File: config.mk
export PLATFORM = sky130hd
export DESIGN_NAME = rng_ctrl_shell
export DESIGN_NICKNAME = d
export VERILOG_FILES = /design/src/rtl/rngs_pkg.sv /design/src/rtl/rngs_op_seq.sv /design/src/rtl/rngs_word_fifo.sv /design/src/rtl/rngs_irq_ctl.sv /design/src/rtl/rng_ctrl_shell.sv
export SDC_FILE = /design/constraint.sdc
export NUM_CORES = 1
export LEC_CHECK = 0
export CELL_PAD_IN_SITES_DETAIL_PLACEMENT = 0
export CELL_PAD_IN_SITES_GLOBAL_PLACEMENT = 1
export CORE_ASPECT_RATIO = 1.4
export CORE_MARGIN = 1.5
export CORE_UTILIZATION = 25
export DETAILED_ROUTE_END_ITERATION = 16
export PLACE_DENSITY = 0.44
export SYNTH_ARGS = -nofsm -noshare
export SYNTH_HDL_FRONTEND = slang
export SYNTH_SLANG_ARGS = --single-unit
File: constraint.sdc
create_clock -name clk -period 3.58 [get_ports clk]
set_input_delay 0.716 -clock clk [delete_from_list [all_inputs] [get_ports clk]]
set_output_delay 0.716 -clock clk [all_outputs]
set_load 0.03 [all_outputs]
File: src/rtl/rngs_pkg.sv
// Shared constants and types for the RNG command shell.
// Assumes a 32-bit register bus with byte offsets.
package rngs_pkg;
    localparam logic [7:0] OFS_ID   = 8'h00;
    localparam logic [7:0] OFS_CMD  = 8'h04;
    localparam logic [7:0] OFS_CTL  = 8'h08;
    localparam logic [7:0] OFS_STAT = 8'h0C;
    localparam logic [7:0] OFS_ERR  = 8'h10;
    localparam logic [7:0] OFS_FIFO = 8'h14;

    localparam int CMD_TEST_BIT   = 0;
    localparam int CMD_SEED_BIT   = 1;
    localparam int CMD_CLRINT_BIT = 4;
    localparam int CMD_CLRERR_BIT = 5;

    localparam int WORD_W = 32;
    localparam logic [WORD_W-1:0] LFSR_TAPS = 32'hA300_0000;
    localparam logic [WORD_W-1:0] LFSR_INIT = 32'h6B3D_91C5;

    // Control register fields, packed in the order of bits 6..4.
    typedef struct packed {
        logic mask_err;
        logic mask_done;
        logic auto_en;
    } ctl_t;

    typedef enum logic [1:0] {OP_NONE, OP_TEST, OP_SEED} op_e;
endpackage

File: src/rtl/rngs_op_seq.sv
// Operation sequencer: runs one timed self test or seed at a time and
// counts served words to start an automatic reseed.
// Assumes OP_CYCLES >= 1 and RESEED_WORDS >= 1. Starts during busy are dropped.
module rngs_op_seq
    import rngs_pkg::*;
#(
    parameter int OP_CYCLES    = 64,
    parameter int RESEED_WORDS = 1 << 20
) (
    input  logic clk,
    input  logic rst_n,
    input  logic test_go,
    input  logic seed_go,
    input  logic auto_en,
    input  logic word_served,
    input  logic stat_fail,
    output logic busy,
    output logic test_done,
    output logic seed_done,
    output logic seed_ok,
    output logic seed_bad
);
    localparam int CW = $clog2(OP_CYCLES + 1);
    localparam int SW = $clog2(RESEED_WORDS + 1);
    localparam logic [CW-1:0] CNT_LOAD  = CW'(OP_CYCLES - 1);
    localparam logic [SW-1:0] SRV_LIMIT = SW'(RESEED_WORDS);

    logic [CW-1:0] cnt_q;
    logic [SW-1:0] srv_q;
    op_e           op_q;
    logic          busy_q;
    logic          auto_go;
    logic          finish;

    assign auto_go   = auto_en && (srv_q >= SRV_LIMIT) && !busy_q;
    assign finish    = busy_q && (cnt_q == '0);
    assign busy      = busy_q;
    assign test_done = finish && (op_q == OP_TEST);
    assign seed_done = finish && (op_q == OP_SEED);
    assign seed_ok   = seed_done && !stat_fail;
    assign seed_bad  = seed_done && stat_fail;

    // Start, count down and retire the running operation.
    always_ff @(posedge clk) begin
        if (!rst_n) begin
            busy_q <= 1'b0;
            cnt_q  <= '0;
            op_q   <= OP_NONE;
        end else if (!busy_q && (test_go || seed_go || auto_go)) begin
            busy_q <= 1'b1;
            cnt_q  <= CNT_LOAD;
            op_q   <= test_go ? OP_TEST : OP_SEED;
        end else if (finish) begin
            busy_q <= 1'b0;
            op_q   <= OP_NONE;
        end else if (busy_q) begin
            cnt_q <= cnt_q - 1'b1;
        end
    end

    // Count popped words while auto reseed is on; restart on each reseed.
    always_ff @(posedge clk) begin
        if (!rst_n) begin
            srv_q <= '0;
        end else if (auto_go) begin
            srv_q <= '0;
        end else if (auto_en && word_served && (srv_q < SRV_LIMIT)) begin
            srv_q <= srv_q + 1'b1;
        end
    end

    // a running operation is neither restarted nor changed in kind.
    a_r4_no_restart: assert property (@(posedge clk) disable iff (!rst_n)
        busy_q && (cnt_q != '0) |=> busy_q && (op_q == $past(op_q)) && (cnt_q == $past(cnt_q) - 1'b1));
    // every operation starts with the full cycle budget.
    a_r3_full_budget: assert property (@(posedge clk) disable iff (!rst_n)
        $rose(busy_q) |-> (cnt_q == CNT_LOAD));
    // the served-word count never passes the reseed limit.
    a_r11_count_bound: assert property (@(posedge clk) disable iff (!rst_n)
        srv_q <= SRV_LIMIT);
endmodule

File: src/rtl/rngs_word_fifo.sv
// Output word FIFO with a stub LFSR word source. One word is added per edge
// while refill is allowed and there is room, and one is removed per valid pop.
// Assumes DEPTH is a power of two. A read at level zero returns zero.
module rngs_word_fifo
    import rngs_pkg::*;
#(
    parameter int DEPTH = 16,
    parameter int LW    = $clog2(DEPTH + 1)
) (
    input  logic              clk,
    input  logic              rst_n,
    input  logic              fill_en,
    input  logic              pop_req,
    output logic [WORD_W-1:0] rd_word,
    output logic [LW-1:0]     level
);
    localparam int AW = (DEPTH > 1) ? $clog2(DEPTH) : 1;
    localparam logic [LW-1:0] FULL = LW'(DEPTH);

    logic [WORD_W-1:0] mem [DEPTH];
    logic [WORD_W-1:0] lfsr_q;
    logic [AW-1:0]     wptr_q, rptr_q;
    logic [LW-1:0]     lvl_q;
    logic              do_fill, do_pop;

    assign do_fill = fill_en && (lvl_q < FULL);
    assign do_pop  = pop_req && (lvl_q != '0);
    assign rd_word = (lvl_q != '0) ? mem[rptr_q] : '0;
    assign level   = lvl_q;

    // Advance the Galois LFSR once per stored word.
    always_ff @(posedge clk) begin
        if (!rst_n) begin
            lfsr_q <= LFSR_INIT;
        end else if (do_fill) begin
            lfsr_q <= {1'b0, lfsr_q[WORD_W-1:1]} ^ (lfsr_q[0] ? LFSR_TAPS : '0);
        end
    end

    // Store the current LFSR word at the write pointer.
    always_ff @(posedge clk) begin
        if (do_fill) begin
            mem[wptr_q] <= lfsr_q;
        end
    end

    // Move the pointers and the level.
    always_ff @(posedge clk) begin
        if (!rst_n) begin
            wptr_q <= '0;
            rptr_q <= '0;
            lvl_q  <= '0;
        end else begin
            if (do_fill) wptr_q <= wptr_q + 1'b1;
            if (do_pop)  rptr_q <= rptr_q + 1'b1;
            lvl_q <= lvl_q + LW'(do_fill) - LW'(do_pop);
        end
    end

    // the level never exceeds the depth.
    a_r5_level_bound: assert property (@(posedge clk) disable iff (!rst_n)
        lvl_q <= FULL);
    // a valid pop with no refill lowers the level by one.
    a_r6_pop_lowers: assert property (@(posedge clk) disable iff (!rst_n)
        pop_req && (lvl_q != '0) && !fill_en |=> lvl_q == $past(lvl_q) - 1'b1);
    // with refill stopped and no pop, the level holds.
    a_r10_frozen: assert property (@(posedge clk) disable iff (!rst_n)
        !fill_en && !pop_req |=> $stable(lvl_q));
endmodule

File: src/rtl/rngs_irq_ctl.sv
// Completion flags, error record and interrupt output. Completion events take
// precedence over clears on the same edge. The interrupt clear is blocked while
// an error is recorded, and the error clear also drops the completion flags.
module rngs_irq_ctl (
    input  logic clk,
    input  logic rst_n,
    input  logic test_done,
    input  logic seed_done,
    input  logic seed_bad,
    input  logic clr_int,
    input  logic clr_err,
    input  logic mask_done,
    input  logic mask_err,
    output logic test_flag,
    output logic seed_flag,
    output logic stat_err,
    output logic irq
);
    logic test_q, seed_q, err_q;

    assign test_flag = test_q;
    assign seed_flag = seed_q;
    assign stat_err  = err_q;
    assign irq = ((test_q || seed_q) && !mask_done) || (err_q && !mask_err);

    // Record a statistical failure until the error clear.
    always_ff @(posedge clk) begin
        if (!rst_n)        err_q <= 1'b0;
        else if (seed_bad) err_q <= 1'b1;
        else if (clr_err)  err_q <= 1'b0;
    end

    // Set completion flags on events; clear on commands.
    always_ff @(posedge clk) begin
        if (!rst_n) begin
            test_q <= 1'b0;
            seed_q <= 1'b0;
        end else if (test_done || seed_done) begin
            test_q <= test_q || test_done;
            seed_q <= seed_q || seed_done;
        end else if (clr_err || (clr_int && !err_q)) begin
            test_q <= 1'b0;
            seed_q <= 1'b0;
        end
    end

    // with an error recorded, an interrupt clear leaves the flags alone.
    a_r8_clear_blocked: assert property (@(posedge clk) disable iff (!rst_n)
        clr_int && !clr_err && err_q && !test_done && !seed_done |=> $stable({test_q, seed_q}) && irq == $past(irq));
    // the error clear empties the error record and the flags.
    a_r9_clear_all: assert property (@(posedge clk) disable iff (!rst_n)
        clr_err && !test_done && !seed_done |=> !err_q && !test_q && !seed_q);
    // with both masks set the interrupt stays low.
    a_r7_masked: assert property (@(posedge clk) disable iff (!rst_n)
        mask_done && mask_err |-> !irq);
endmodule

File: src/rtl/rng_ctrl_shell.sv
// Top of the RNG command shell: register decode, read mux, control register
// and seeded state. Read data is combinational from the address. A FIFO read
// pops on the edge that ends the read strobe cycle.
module rng_ctrl_shell
    import rngs_pkg::*;
#(
    parameter int OP_CYCLES    = 64,
    parameter int RESEED_WORDS = 1 << 20,
    parameter int FIFO_DEPTH   = 16,
    parameter int ID_TYPE      = 2,
    parameter int ID_MAJOR     = 1,
    parameter int ID_MINOR     = 3
) (
    input  logic        clk,
    input  logic        rst_n,
    input  logic        reg_wr,
    input  logic        reg_rd,
    input  logic [7:0]  reg_addr,
    input  logic [31:0] reg_wdata,
    output logic [31:0] reg_rdata,
    output logic        irq,
    input  logic        stub_stat_fail
);
    localparam int LW = $clog2(FIFO_DEPTH + 1);
    localparam logic [31:0] ID_WORD = {4'(ID_TYPE), 12'h000, 8'(ID_MAJOR), 8'(ID_MINOR)};

    ctl_t               ctl_q;
    logic               seeded_q;
    logic               wr_cmd, wr_ctl, rd_fifo;
    logic               test_go, seed_go, clr_int, clr_err;
    logic               busy, test_done, seed_done, seed_ok, seed_bad;
    logic               test_flag, seed_flag, stat_err;
    logic [WORD_W-1:0]  fifo_word;
    logic [LW-1:0]      fifo_level;
    logic               word_served;
    logic               unused_bits;

    assign wr_cmd  = reg_wr && (reg_addr == OFS_CMD);
    assign wr_ctl  = reg_wr && (reg_addr == OFS_CTL);
    assign rd_fifo = reg_rd && (reg_addr == OFS_FIFO);
    assign test_go = wr_cmd && reg_wdata[CMD_TEST_BIT];
    assign seed_go = wr_cmd && reg_wdata[CMD_SEED_BIT];
    assign clr_int = wr_cmd && reg_wdata[CMD_CLRINT_BIT];
    assign clr_err = wr_cmd && reg_wdata[CMD_CLRERR_BIT];
    assign word_served = rd_fifo && (fifo_level != '0);
    assign unused_bits = ^{reg_wdata[31:7], reg_wdata[3:2], busy};

    // Hold the control fields written by software.
    always_ff @(posedge clk) begin
        if (!rst_n)      ctl_q <= '0;
        else if (wr_ctl) ctl_q <= reg_wdata[6:4];
    end

    // Remember that at least one seed has succeeded.
    always_ff @(posedge clk) begin
        if (!rst_n)       seeded_q <= 1'b0;
        else if (seed_ok) seeded_q <= 1'b1;
    end

    rngs_op_seq #(.OP_CYCLES(OP_CYCLES), .RESEED_WORDS(RESEED_WORDS)) u_seq (
        .clk(clk), .rst_n(rst_n), .test_go(test_go), .seed_go(seed_go),
        .auto_en(ctl_q.auto_en), .word_served(word_served), .stat_fail(stub_stat_fail),
        .busy(busy), .test_done(test_done), .seed_done(seed_done),
        .seed_ok(seed_ok), .seed_bad(seed_bad)
    );

    rngs_word_fifo #(.DEPTH(FIFO_DEPTH), .LW(LW)) u_fifo (
        .clk(clk), .rst_n(rst_n), .fill_en(seeded_q && !stat_err),
        .pop_req(rd_fifo), .rd_word(fifo_word), .level(fifo_level)
    );

    rngs_irq_ctl u_irq (
        .clk(clk), .rst_n(rst_n), .test_done(test_done), .seed_done(seed_done),
        .seed_bad(seed_bad), .clr_int(clr_int), .clr_err(clr_err),
        .mask_done(ctl_q.mask_done), .mask_err(ctl_q.mask_err),
        .test_flag(test_flag), .seed_flag(seed_flag), .stat_err(stat_err), .irq(irq)
    );

    // Select the read data for the addressed register.
    always_comb begin
        case (reg_addr)
            OFS_ID:   reg_rdata = ID_WORD;
            OFS_CTL:  reg_rdata = {25'd0, ctl_q, 4'd0};
            OFS_STAT: reg_rdata = {15'd0, stat_err, 8'(fifo_level), 2'd0, seed_flag, test_flag, 4'd0};
            OFS_ERR:  reg_rdata = {28'd0, stat_err, 3'd0};
            OFS_FIFO: reg_rdata = fifo_word;
            default:  reg_rdata = 32'd0;
        endcase
    end

    // the command register never reads back a set bit.
    a_r2_cmd_reads_zero: assert property (@(posedge clk) disable iff (!rst_n)
        (reg_addr == OFS_CMD) |-> (reg_rdata == 32'd0));
    // a failed seed does not mark the generator as seeded.
    a_r10_no_seed_on_fail: assert property (@(posedge clk) disable iff (!rst_n)
        seed_bad && !seeded_q |=> !seeded_q);
endmodule

==> metrics.yaml <==
pwr:
  leakage_nw: 9.85
  swShare_pct: 19.8
  power.share.sequential_pct: 52.3
  internal-power_mw: 11.4
  cellPowerDensity_nw_per_um2: 482
  power_frac_comb_pct: 0.6
  vdd_drop_max_mv: 0.293
  switching_power_mw: 2.83
  total_power_mw: 14.3
  clkPwrFrac_pct: 47.2
placement:
  gp_congestion: 0.722
  place_ws_ns: -0.302
  hpwl_mm: 38.9
  port-buffer-count: 50
  dp_cells: 2639
global_routing:
  grt-ovfl-total: 0
  gr-max-usage-layer: "met2"
  grt_start_max_net_pins: 37
  use_met2_pct: 25.0
  antenna_found_initial: 1
  use_met1_pct: 16.3
  grt_pass1_wl_mm: 96.2
  grt_use_met3_pct: 2.22
  grt_pass1_vias: 13882
  grt.total_usage_pct: 13.6
logic_synthesis:
  yosysTopAreaCell: "edfxtp_1"
  synth_ff_type: "edfxtp_1"
  synth.most_common_cell: "edfxtp_1"
  synth_cell_types: 58
  synth_edf_count: 512
  synthArstFlopShare_pct: 0
  ys_seq_area_share_pct: 72.4
  ys_top_cells_by_area: "edfxtp_1, mux4_2, dfxtp_1, mux2i_1, nand2_1"
  netlist_instances: 1340
  synth_common_cells: "edfxtp_1, mux4_2, nand2_1"
  synth-seq-cells: 599
  synth_top_area_share_pct: 65.1
  syn-num-nets: 1398
  avgSynthCellArea_sq_um: 17.6
  yosys_warnings: 0
  synth_area_sq_um: 23600
floorplanning:
  pin_count: 78
  die_x_microns: 263
  die_area_sq_um: 96400
  coreArea_sq_um: 93900
  chipHeight_microns: 367
  start_util_pct: 25.2
  rows: 133
final_layout:
  syn2layout_area_growth_pct: 25.2
  fillers: 9129
  fin_nets: 1575
  stdcell_count: 2784
  layout-drive-gt1-share_pct: 30.3
  diodes: 0
sta:
  clock_skew_ns: 0.0175
  hold_viol: 0
  worst_slack_ns: 0.0981
  fmax_mhz: 287
  whs_ns: 0.462
  setup_viol: 0
  slew_headroom_pct: 39.5
  period_needed_ns: 3.48
  drv_slew: 0
  rsz0062_at_grt: "false"
  fin_tns_setup_ns: 0
  period_share_pct: 97.3
  worst_slew_pin_slew_ns: 0.908
detailed_routing:
  post_drt_wl_per_cell_microns: 23.5
  wl_mm: 65.5
  postRouteAntennaNets: 0
  drt_pass1_iterations: 5
  vias_per_cell: 4.60
  num_vias: 12793
  drc: 0
  detail_route.iter0.violations: 714
cts:
  holdBufCountCts: 0
  cts_tree: "built"
  clockRootBuffer: "clkbuf_16"
  clock_sinks: 599
  path_clk_slew_ns: 0.06
  clock_path_buffers: 3
  htreeDepth: 3
  clk_latency_ns: 0.59
  cts_made_buffers: 66
worst_setup_path:
  cp_max_fo: 4
  critPathKind: "flip-flop to output pin"
  end_kind: "output pin"
  start_kind: "flip-flop"
  arrival_ns: 2.77
  cp.required_ns: 2.86
run_status:
  status: "complete, no violations"
run:
  drv_cap: 0
worst_hold_path:
  hold_class: "flip-flop to flip-flop"
## through the flow
stage                     cell area [sq um]  utilization, %
final                                 29600            31.5
after global routing                  29600            31.5
after CTS                             29500            31.4
after detailed placement              26700            28.5
after global placement                26700            28.5
after floorplan                       23700               -
## metal layers
layer  part of all wire (%)  vias to the layer above
met5                      0                        -
met4                    2.3                        0
met3                    3.0                       79
met2                     53                      210
met1                     42                     6769
li1                       -                     5735
## placed cells by master (no fill, tap or decap), types with 6 or more instances in the layout
master,netlist,layout
a221oi_2,0,6
o21ai_0,19,12
nor3_1,12,8
nand4_1,11,11
nor4_1,10,9
clkinv_1,0,13
nor2_4,0,12
clkdlybuf4s50_1,0,14
dfxtp_1,87,81
nand2b_1,9,9
o21ai_1,0,6
nor2b_1,24,23
a22o_1,11,11
a211oi_2,0,25
clkbuf_1,58,12
nand2_1,108,108
a211oi_1,38,9
edfxtp_1,512,512
clkbuf_16,0,71
nand3_1,32,31
a21oi_1,39,39
buf_12,0,40
buf_6,1,6
and3_1,12,12
mux2i_1,43,43
ha_1,12,12
buf_16,0,6
inv_1,18,17
nor2_1,29,17
or3_1,20,19
buf_4,0,114
mux4_2,127,127
xnor2_1,8,8
clkinv_2,0,9
## state kept, by name (all words and copies together) (netlist names), named ones only
| register | count |
|---|---|
| ctl_q | 3 |
| u_fifo.mem | 512 |
| u_irq.test_flag | 1 |
| u_seq.cnt_q | 7 |
| u_fifo.rptr_q | 4 |
| u_seq.srv_q | 21 |
| u_seq.busy | 1 |
| u_irq.stat_err | 1 |
| u_seq.op_q | 2 |
| seeded_q | 1 |
| u_fifo.wptr_q | 4 |
| u_fifo.lfsr_q | 32 |
| u_irq.seed_flag | 1 |
| u_fifo.level | 5 |
## cells by family (layout without fill, tap and decap cells)
| kind of cell | Yosys count | count (layout) | synth area share [%] |
|---|---|---|---|
| multiplexers | 174 | 174 | 14.1 |
| adder cells (fa/ha/maj) | 13 | 13 | 0.720 |
| AND/OR/NAND/NOR | 298 | 299 | 6.48 |
| AO/OA/AOI/OAI | 144 | 144 | 4.13 |
| buffers and inverters | 101 | 329 | 1.72 |
| flip-flops | 599 | 599 | 72.4 |
| XOR/XNOR | 11 | 11 | 0.408 |
## critical path: stages (launching register included)
cell and delay, ns:
dfxtp_4 0.37, buf_12 0.10, buf_6 0.15, mux4_2 0.53
nor2b_1 0.15, a211oi_1 0.47, a211oi_2 0.09, buf_4 0.16
buf_12 0.13
## power by group through the flow
stage | sequential [mW] | clock [mW] | combinational, mW
after floorplan | 7.61 | 0 | 0.0352
after global placement | 7.61 | 0 | 0.0813
after detailed placement | 7.61 | 0 | 0.0813
after CTS | 7.46 | 6.98 | 0.0836
after global routing | 7.45 | 7.23 | 0.0893
final | 7.46 | 6.73 | 0.0819
## timing repair
action | 4_1_cts | 5_1_grt
hold endpoints to repair | 0 | 0
setup endpoints to repair | 32 | 24
pin swaps | 6 | 11
setup buffers | 23 | 1
gates cloned | 3 | 2
resized for setup | 69 | 21
## path summary, 6_finish.rpt
path | start | end | slack, ns | depth (start not counted)
setup / recovery | flip-flop | reg_rdata[7] | 0.1 | 8
hold / removal | u_seq.cnt_q[6] | u_seq.cnt_q[6] | 0.46 | 1
setup reg to reg | u_fifo.level[2] | u_fifo.level[4] | 0.34 | 13
hold reg to reg | u_seq.cnt_q[6] | u_seq.cnt_q[6] | 0.46 | 1
## layout make-up
| class | count | area, sq um | area share (%) |
|---|---|---|---|
| inverters | 19 | 71.3 | 0.241 |
| well taps | 1215 | 1520 | 5.14 |
| clock buffers | 84 | 1810 | 6.13 |
| flip-flops and latches | 599 | 17100 | 57.9 |
| multi-input cells | 641 | 6560 | 22.2 |
| clock inverters | 36 | 317 | 1.07 |
| repair buffers | 190 | 2170 | 7.34 |
Note: power is estimated with default switching activity, not from simulation.
